`config.mk`:
```
export PLATFORM = sky130hd
export DESIGN_NAME = flash_tick_gen
export DESIGN_NICKNAME = d
export VERILOG_FILES = /design/src/rtl/flash_tick_pkg.sv /design/src/rtl/flash_key_lock.sv /design/src/rtl/flash_div_counter.sv /design/src/rtl/flash_tick_gen.sv
export SDC_FILE = /design/constraint.sdc
export NUM_CORES = 1
export LEC_CHECK = 0
export CAP_MARGIN = 30
export CELL_PAD_IN_SITES_DETAIL_PLACEMENT = 0
export CELL_PAD_IN_SITES_GLOBAL_PLACEMENT = 1
export CORE_AREA = 2 2 53 55
export DETAILED_ROUTE_END_ITERATION = 10
export DIE_AREA = 0 0 55 57
export DONT_BUFFER_PORTS = 1
export HOLD_SLACK_MARGIN = 0.06
export PLACE_DENSITY = 0.78
export SETUP_SLACK_MARGIN = 0.1
export SYNTH_ARGS = -nofsm -noshare
export SYNTH_HDL_FRONTEND = slang
export SYNTH_HIERARCHICAL = 1
export SYNTH_SLANG_ARGS = --single-unit
```
`constraint.sdc`:
```
create_clock -name clk -period 2.75 [get_ports clk]
set_clock_uncertainty 0.2 [all_clocks]
set_input_delay 0.55 -clock clk [delete_from_list [all_inputs] [get_ports clk]]
set_output_delay 0.55 -clock clk [all_outputs]
set_load 0.005 [all_outputs]
```
`src/rtl/flash_tick_pkg.sv`:
```
package flash_tick_pkg;
  localparam int REG_DW = 8;
  localparam int REG_AW = 2;
  localparam logic [REG_AW-1:0] ADR_DIV = 2'd0;
  localparam logic [REG_AW-1:0] ADR_KEY = 2'd1;
  localparam logic [REG_DW-1:0] KEY_FIRST  = 8'hB6;
  localparam logic [REG_DW-1:0] KEY_SECOND = 8'h49;

  typedef enum logic [1:0] {
    LK_SHUT  = 2'd0,
    LK_HALF  = 2'd1,
    LK_OPEN  = 2'd2
  } lock_st_e;
endpackage

```
`src/rtl/flash_key_lock.sv`:
```
module flash_key_lock
  import flash_tick_pkg::*;
#(
  parameter int DW = REG_DW,
  parameter logic [DW-1:0] K1 = KEY_FIRST,
  parameter logic [DW-1:0] K2 = KEY_SECOND
) (
  input  logic          clk,
  input  logic          rst_n,
  input  logic          key_wr,
  input  logic          div_wr,
  input  logic [DW-1:0] wdata,
  output logic          is_open,
  output lock_st_e      state
);
  lock_st_e st_q;

  always_ff @(posedge clk) begin
    if (!rst_n) begin
      st_q <= LK_SHUT;
    end else if (key_wr) begin
      if (st_q == LK_HALF)
        st_q <= (wdata == K2) ? LK_OPEN : LK_SHUT;
      else
        st_q <= (wdata == K1) ? LK_HALF : LK_SHUT;
    end else if (div_wr) begin
      st_q <= LK_SHUT;
    end
  end

  assign is_open = (st_q == LK_OPEN);
  assign state   = st_q;
endmodule

```
`src/rtl/flash_div_counter.sv`:
```
module flash_div_counter #(
  parameter int DW = 8
) (
  input  logic          clk,
  input  logic          rst_n,
  input  logic [DW-1:0] period,
  output logic          pulse,
  output logic [DW-1:0] count
);
  logic [DW-1:0] cnt_q;
  logic          at_end;

  assign at_end = (cnt_q == '0);

  always_ff @(posedge clk) begin
    if (!rst_n)
      cnt_q <= '0;
    else if (at_end)
      cnt_q <= period - DW'(1);
    else
      cnt_q <= cnt_q - DW'(1);
  end

  assign pulse = rst_n && at_end;
  assign count = cnt_q;
endmodule

```
`src/rtl/flash_tick_gen.sv`:
```
module flash_tick_gen
  import flash_tick_pkg::*;
#(
  parameter int DW = REG_DW,
  parameter int AW = REG_AW,
  parameter logic [DW-1:0] K1 = KEY_FIRST,
  parameter logic [DW-1:0] K2 = KEY_SECOND
) (
  input  logic          clk,
  input  logic          rst_n,
  input  logic [AW-1:0] reg_addr,
  input  logic          reg_we,
  input  logic [DW-1:0] reg_wdata,
  output logic [DW-1:0] reg_rdata,
  output logic          tick
);
  localparam logic [DW-1:0] DIV_RST = DW'(1);

  logic          key_wr, div_wr, div_take, unlocked;
  logic [DW-1:0] div_q, cnt_w;
  lock_st_e      lk_state;

  assign key_wr   = reg_we && (reg_addr == AW'(ADR_KEY));
  assign div_wr   = reg_we && (reg_addr == AW'(ADR_DIV));
  assign div_take = div_wr && unlocked;

  flash_key_lock #(.DW(DW), .K1(K1), .K2(K2)) u_lock (
    .clk(clk), .rst_n(rst_n), .key_wr(key_wr), .div_wr(div_wr),
    .wdata(reg_wdata), .is_open(unlocked), .state(lk_state)
  );

  always_ff @(posedge clk) begin
    if (!rst_n)
      div_q <= DIV_RST;
    else if (div_take)
      div_q <= (reg_wdata == '0) ? DIV_RST : reg_wdata;
  end

  flash_div_counter #(.DW(DW)) u_cnt (
    .clk(clk), .rst_n(rst_n), .period(div_q), .pulse(tick), .count(cnt_w)
  );

  always_comb begin
    reg_rdata = '0;
    if (reg_addr == AW'(ADR_DIV))
      reg_rdata = div_q;
    else if (reg_addr == AW'(ADR_KEY))
      reg_rdata = {{(DW-1){1'b0}}, unlocked};
  end
endmodule

```
Word level (Yosys, flattened, before mapping):

Index checks and enable logic that the tools add are counted.

* bits in registers: 18
* bits of input ports: 13
* output and inout bits: 9
* word-level logic and storage cells: 27

* add/subtract/negate cells: 2
* eq/ne operators: 5
* muxes and demuxes: 9
* reduce and logical (&&, ||, !) cells: 8

Operators by type and width (number)
* two-way mux 8 bit: 3
* logical NOT 8 bit: 2
* subtractor 8 x 1 -> 8 bit (second input constant): 2
* equality test 8 x 7 -> 1 bit (second input constant): 1
* equality test 8 bit (second input constant): 1
* two-way mux 2 bit: 4
* equality test 2 x 1 -> 1 bit (second input constant): 2
* logical AND 1 bit: 4
* equality test 2 bit (second input constant): 1
* logical NOT 2 bit: 1
* two-way mux 1 bit: 2
* nonzero test 2 bit: 1

Depth between registers and ports, before layout:

* word-level depth: 4
* depth in mapped cells: 10
* mapped depth without buffers: 8

By module:

The synthesis kept the hierarchy.

By module, submodules not included
* flash_div_counter: times used 1, cells an instance 64, area an instance 540.5 µm², sequential area each 160.2 µm²
* flash_tick_gen: times used 1, cells an instance 42, area an instance 409.1 µm², sequential area each 160.2 µm²
* flash_key_lock: times used 1, cells an instance 16, area an instance 137.6 µm², sequential area each 40.0 µm²

Least setup slack after synthesis:

No wires, ideal clock.

* path kind: reg2reg
* start point: register u_cnt.cnt_q[4], in the netlist u_cnt/count[4]
* end point: register u_cnt.cnt_q[4], in the netlist u_cnt/count[4]
* setup time: 0.124 ns
* arrival: 1.918 ns
* data required time: 2.426 ns
* slack: 0.507 ns
* stages on the path, launching flop included: 11
* path buffers: 2
* period minus slack after synthesis: 2.243 ns
* cell sequence: dfxtp_1 > buf_6 > or4_4 > nor2_2 > a21oi_1 > ha_1 > or3b_1 > clkbuf_2 > nor3_1 > a21oi_1 > o211ai_2

* cells in the longest elaborated chain, start to end: 2
* elaborated cells on any way between the ends: 3
* classes of those cells: 1 x add/sub; 1 x mux; 1 x reduce/logical

RTL lines
* start: declaration: RTL line flash_div_counter.sv:10 `logic [DW-1:0] cnt_q;`
* start signal: assignment: RTL line flash_div_counter.sv:19 `cnt_q <= period - DW'(1);`
* start signal: assignment: RTL line flash_div_counter.sv:21 `cnt_q <= cnt_q - DW'(1);`
* subtractor 8 x 1 -> 8 bit / logical NOT 8 bit (equally long branches): RTL line flash_div_counter.sv:21, flash_div_counter.sv:13
* two-way mux 8 bit *: RTL line flash_div_counter.sv:18 `else if (at_end)`

Every way passes the cells marked *; elsewhere a longest branch is shown, timed or not.
A chain may end at the register's enable or synchronous reset.

Worst setup path in the final report:

Same ends and word-level chain as after synthesis.

==> run_results.csv <==
group,metric,value,unit
clock_network,cts_inserted_buffers,3,
final_layout,num-nets-final,137,
synthesis,yosysUniqueCellTypes,44,
critical_path,cp.arrival,2.48,ns
synthesis,ys.flop_type,"dfxtp_1",
critical_path,cp.required,2.77,ns
final_layout,antenna_cells,0,
run_status,status,"complete, no violations",
synthesis,synthTopCellsByCount,"dfxtp_1 (18), and2_1 (11), nor2_1 (10)",
timing,slew_viol_final,0,
grt,busiest_layer,"met2",
pwr,vdd_ir_drop_max,388,uV
clock_network,cts.repair.resized,0,
timing,rsz0062_at_grt,"false",
synthesis,synth-edff-count,0,
detailed_routing,drc,0,
die,die_w,55,um
die,die_y,57,um
clock_network,cts_sinks,18,
final_layout,area_growth,4.03,%
die,row_count,19,
detailed_routing,dr.pass1.iters,4,
clock_network,ctsHtreeMaxLevel,1,
worst_hold_path,worstHoldPathType,"in2reg",
die,fp.dieArea,3140,sq um
synthesis,yosys.area.top_type_share,33.1,%
final_layout,layout-drive-gt1-share,9.84,%
clock_network,clockBufferDepth,2,
placement,hpwl,1800,um
critical_path,r2r-end,"u_cnt/count[4]",
die,io_pins,22,
clock_network,path_clk_slew,0.11,ns
timing,fin_crit_sh,89.4,%
timing,hold_violations,0,
clock_network,insertion_delay,0.28,ns
grt,grtUsageMet3,3.40,%
die,start_util,41.6,%
timing,setup_viol,0,
synthesis,synth_most_common_cell,"dfxtp_1",
synthesis,yosysTopAreaCell,"dfxtp_1",
synthesis,synth.avg_cell_area,8.91,sq um
detailed_routing,wire_per_inst,15.4,um
critical_path,crit_path_end_kind,"flop",
die,core-area,2620,sq um
grt,grt-ovfl-total,0,
detailed_routing,post_drt_via_cell_ratio,5.93,
detailed_routing,drt-initial-drc-count,40,
grt,grt_use_met2,28.2,%
placement,dp_cells,149,
detailed_routing,antenna_left,0,
grt,grt_max_degree,27,
critical_path,crit_fanout,10,
grt,grt_antenna_before_repair,0,
critical_path,reg2reg_depth,7,
critical_path,crit_type,"reg2reg",
synthesis,synthTopCellsByArea,"dfxtp_1 (33%), mux2i_1 (7.4%), and2_1 (6.3%), nor2b_1 (5.2%), nor2_1 (3.5%)",
timing,relSlewSlack,61.6,%
synthesis,yosysWarnings,6,
synthesis,ys_seq_elements,18,
timing,max_freq,0.407,GHz
clock_network,cts-root-buf,"clkbuf_4",
synthesis,synth-async-reset-ratio,0,%
placement,port-buffer-count,0,
clock_network,cts_hold_buf,0,
synthesis,synth_nets,136,
critical_path,critPathLaunch,"u_cnt/count[4]",
flow_run,cap_violations,0,
detailed_routing,wirelength,2360,um
critical_path,regToRegStartpoint,"u_cnt/count[4]",
critical_path,cp-start-kind,"flop",
synthesis,synth_area,1090,sq um
clock_network,cts_tree,"yes",
placement,gp_congestion,0.801,
synthesis,synth_cells,122,
critical_path,endpoint,"u_cnt/count[4]",
grt,use_met1,22.9,%
pwr,p_leak,0.000374,uW
critical_path,r2r_slack,0.29,ns
timing,setup_tns,0,ns
detailed_routing,vias,907,
final_layout,stdcell_count,153,
synthesis,ys_seq_area_share,33.1,%
clock_network,post_cts_buffers,0,
grt,first_global_vias,907,
grt,grt_first_pass_wirelength,4080,um
grt,gr-usage-all-layers,17.5,%
timing,worstMarginPinSlew,0.570,ns
pwr,p_per_area,745,nW/um^2
timing,period_needed,2.46,ns
-- kinds of logic (layout without fill, tap and decap cells) --
kind of cell,count (synthesis),count (layout),synth area share [%]
multiplexers,8,8,7.37
flip-flops,18,18,33.1
AO/OA/AOI/OAI,20,20,12.9
XOR/XNOR,4,4,3.22
buffers and inverters,6,6,3.57
AND/OR/NAND/NOR,65,65,38.7
adder cells (fa/ha/maj),1,1,1.15
-- worst min-delay path by stage --
stage                    startpoint         endpoint  slack [ns]  cells past startpoint
floorplan           u_lock/state[1]  u_lock/state[1]        0.25                      1
global placement    u_lock/state[1]  u_lock/state[1]        0.27                      1
finish                        rst_n   u_cnt/count[2]        0.18                      1
CTS                           rst_n   u_cnt/count[2]        0.17                      1
detailed placement  u_lock/state[1]  u_lock/state[1]        0.29                      1
global route                  rst_n   u_cnt/count[0]        0.16                      1
-- metrics by stage --
step                      setup WS, ns  area (sq um)  hold slack, ns  power, uW  utilization [%]
after floorplan                  0.507          1090           0.247        639                -
after global placement           0.396          1090           0.271        671             41.9
after detailed placement         0.343          1090           0.287        682             41.9
after CTS                        0.310          1130           0.170        844             43.3
after global routing             0.144          1130           0.159        904             43.3
final                            0.292          1130           0.181        842             43.3
-- per-layer routing --
metal | part of all wire [%] | routed length (um)
met5 | 0 | 0
met4 | 1.4 | 32
met3 | 4.2 | 99
met2 | 51 | 1200
met1 | 43 | 1020
-- area by class of cell --
| type | count | area (sq um) |
|---|---|---|
| fill | 267 | 1480 |
| tap | 31 | 38.8 |
| multi-input combinational | 98 | 688 |
| clock buffer | 4 | 36.3 |
| sequential | 18 | 360 |
| inverter | 2 | 7.51 |
-- state kept, by name (all words and copies together) (netlist names) --
name and cells:
div_q 8, u_cnt/count 8, u_lock/state 2
-- power by group --
part	switching, uW	internal (uW)	leakage [uW]
Combinational	172	154	0.000206
Clock	82.5	80.5	0.0000210
Sequential	53.0	300	0.000146
Total	308	535	0.000374
-- worst max-delay path: stages (launching register included) --
cell	delay, ns
dfxtp_1	0.51
or4_4	0.22
nor2_2	0.05
a21oi_1	0.17
ha_1	0.20
or3b_1	0.44
or4b_1	0.52
o211ai_2	0.09
-- cell usage in the layout, fill, tap and decap left out, types with 2 or more instances in the layout --
cell	synthesis	layout
nand3_1	4	4
or4_4	2	2
clkbuf_4	0	3
and3b_1	2	2
nor2b_1	9	9
o21ai_0	2	2
nand2_1	3	3
and2_1	11	11
nor3_1	6	6
a41oi_1	2	2
inv_1	2	2
o31ai_1	2	2
nor4_1	4	4
a21oi_1	4	4
nor2_1	10	10
xor2_1	3	3
o21ai_1	3	3
dfxtp_1	18	18
mux2i_1	8	8
No activity file was read; power rests on OpenSTA's default activity.
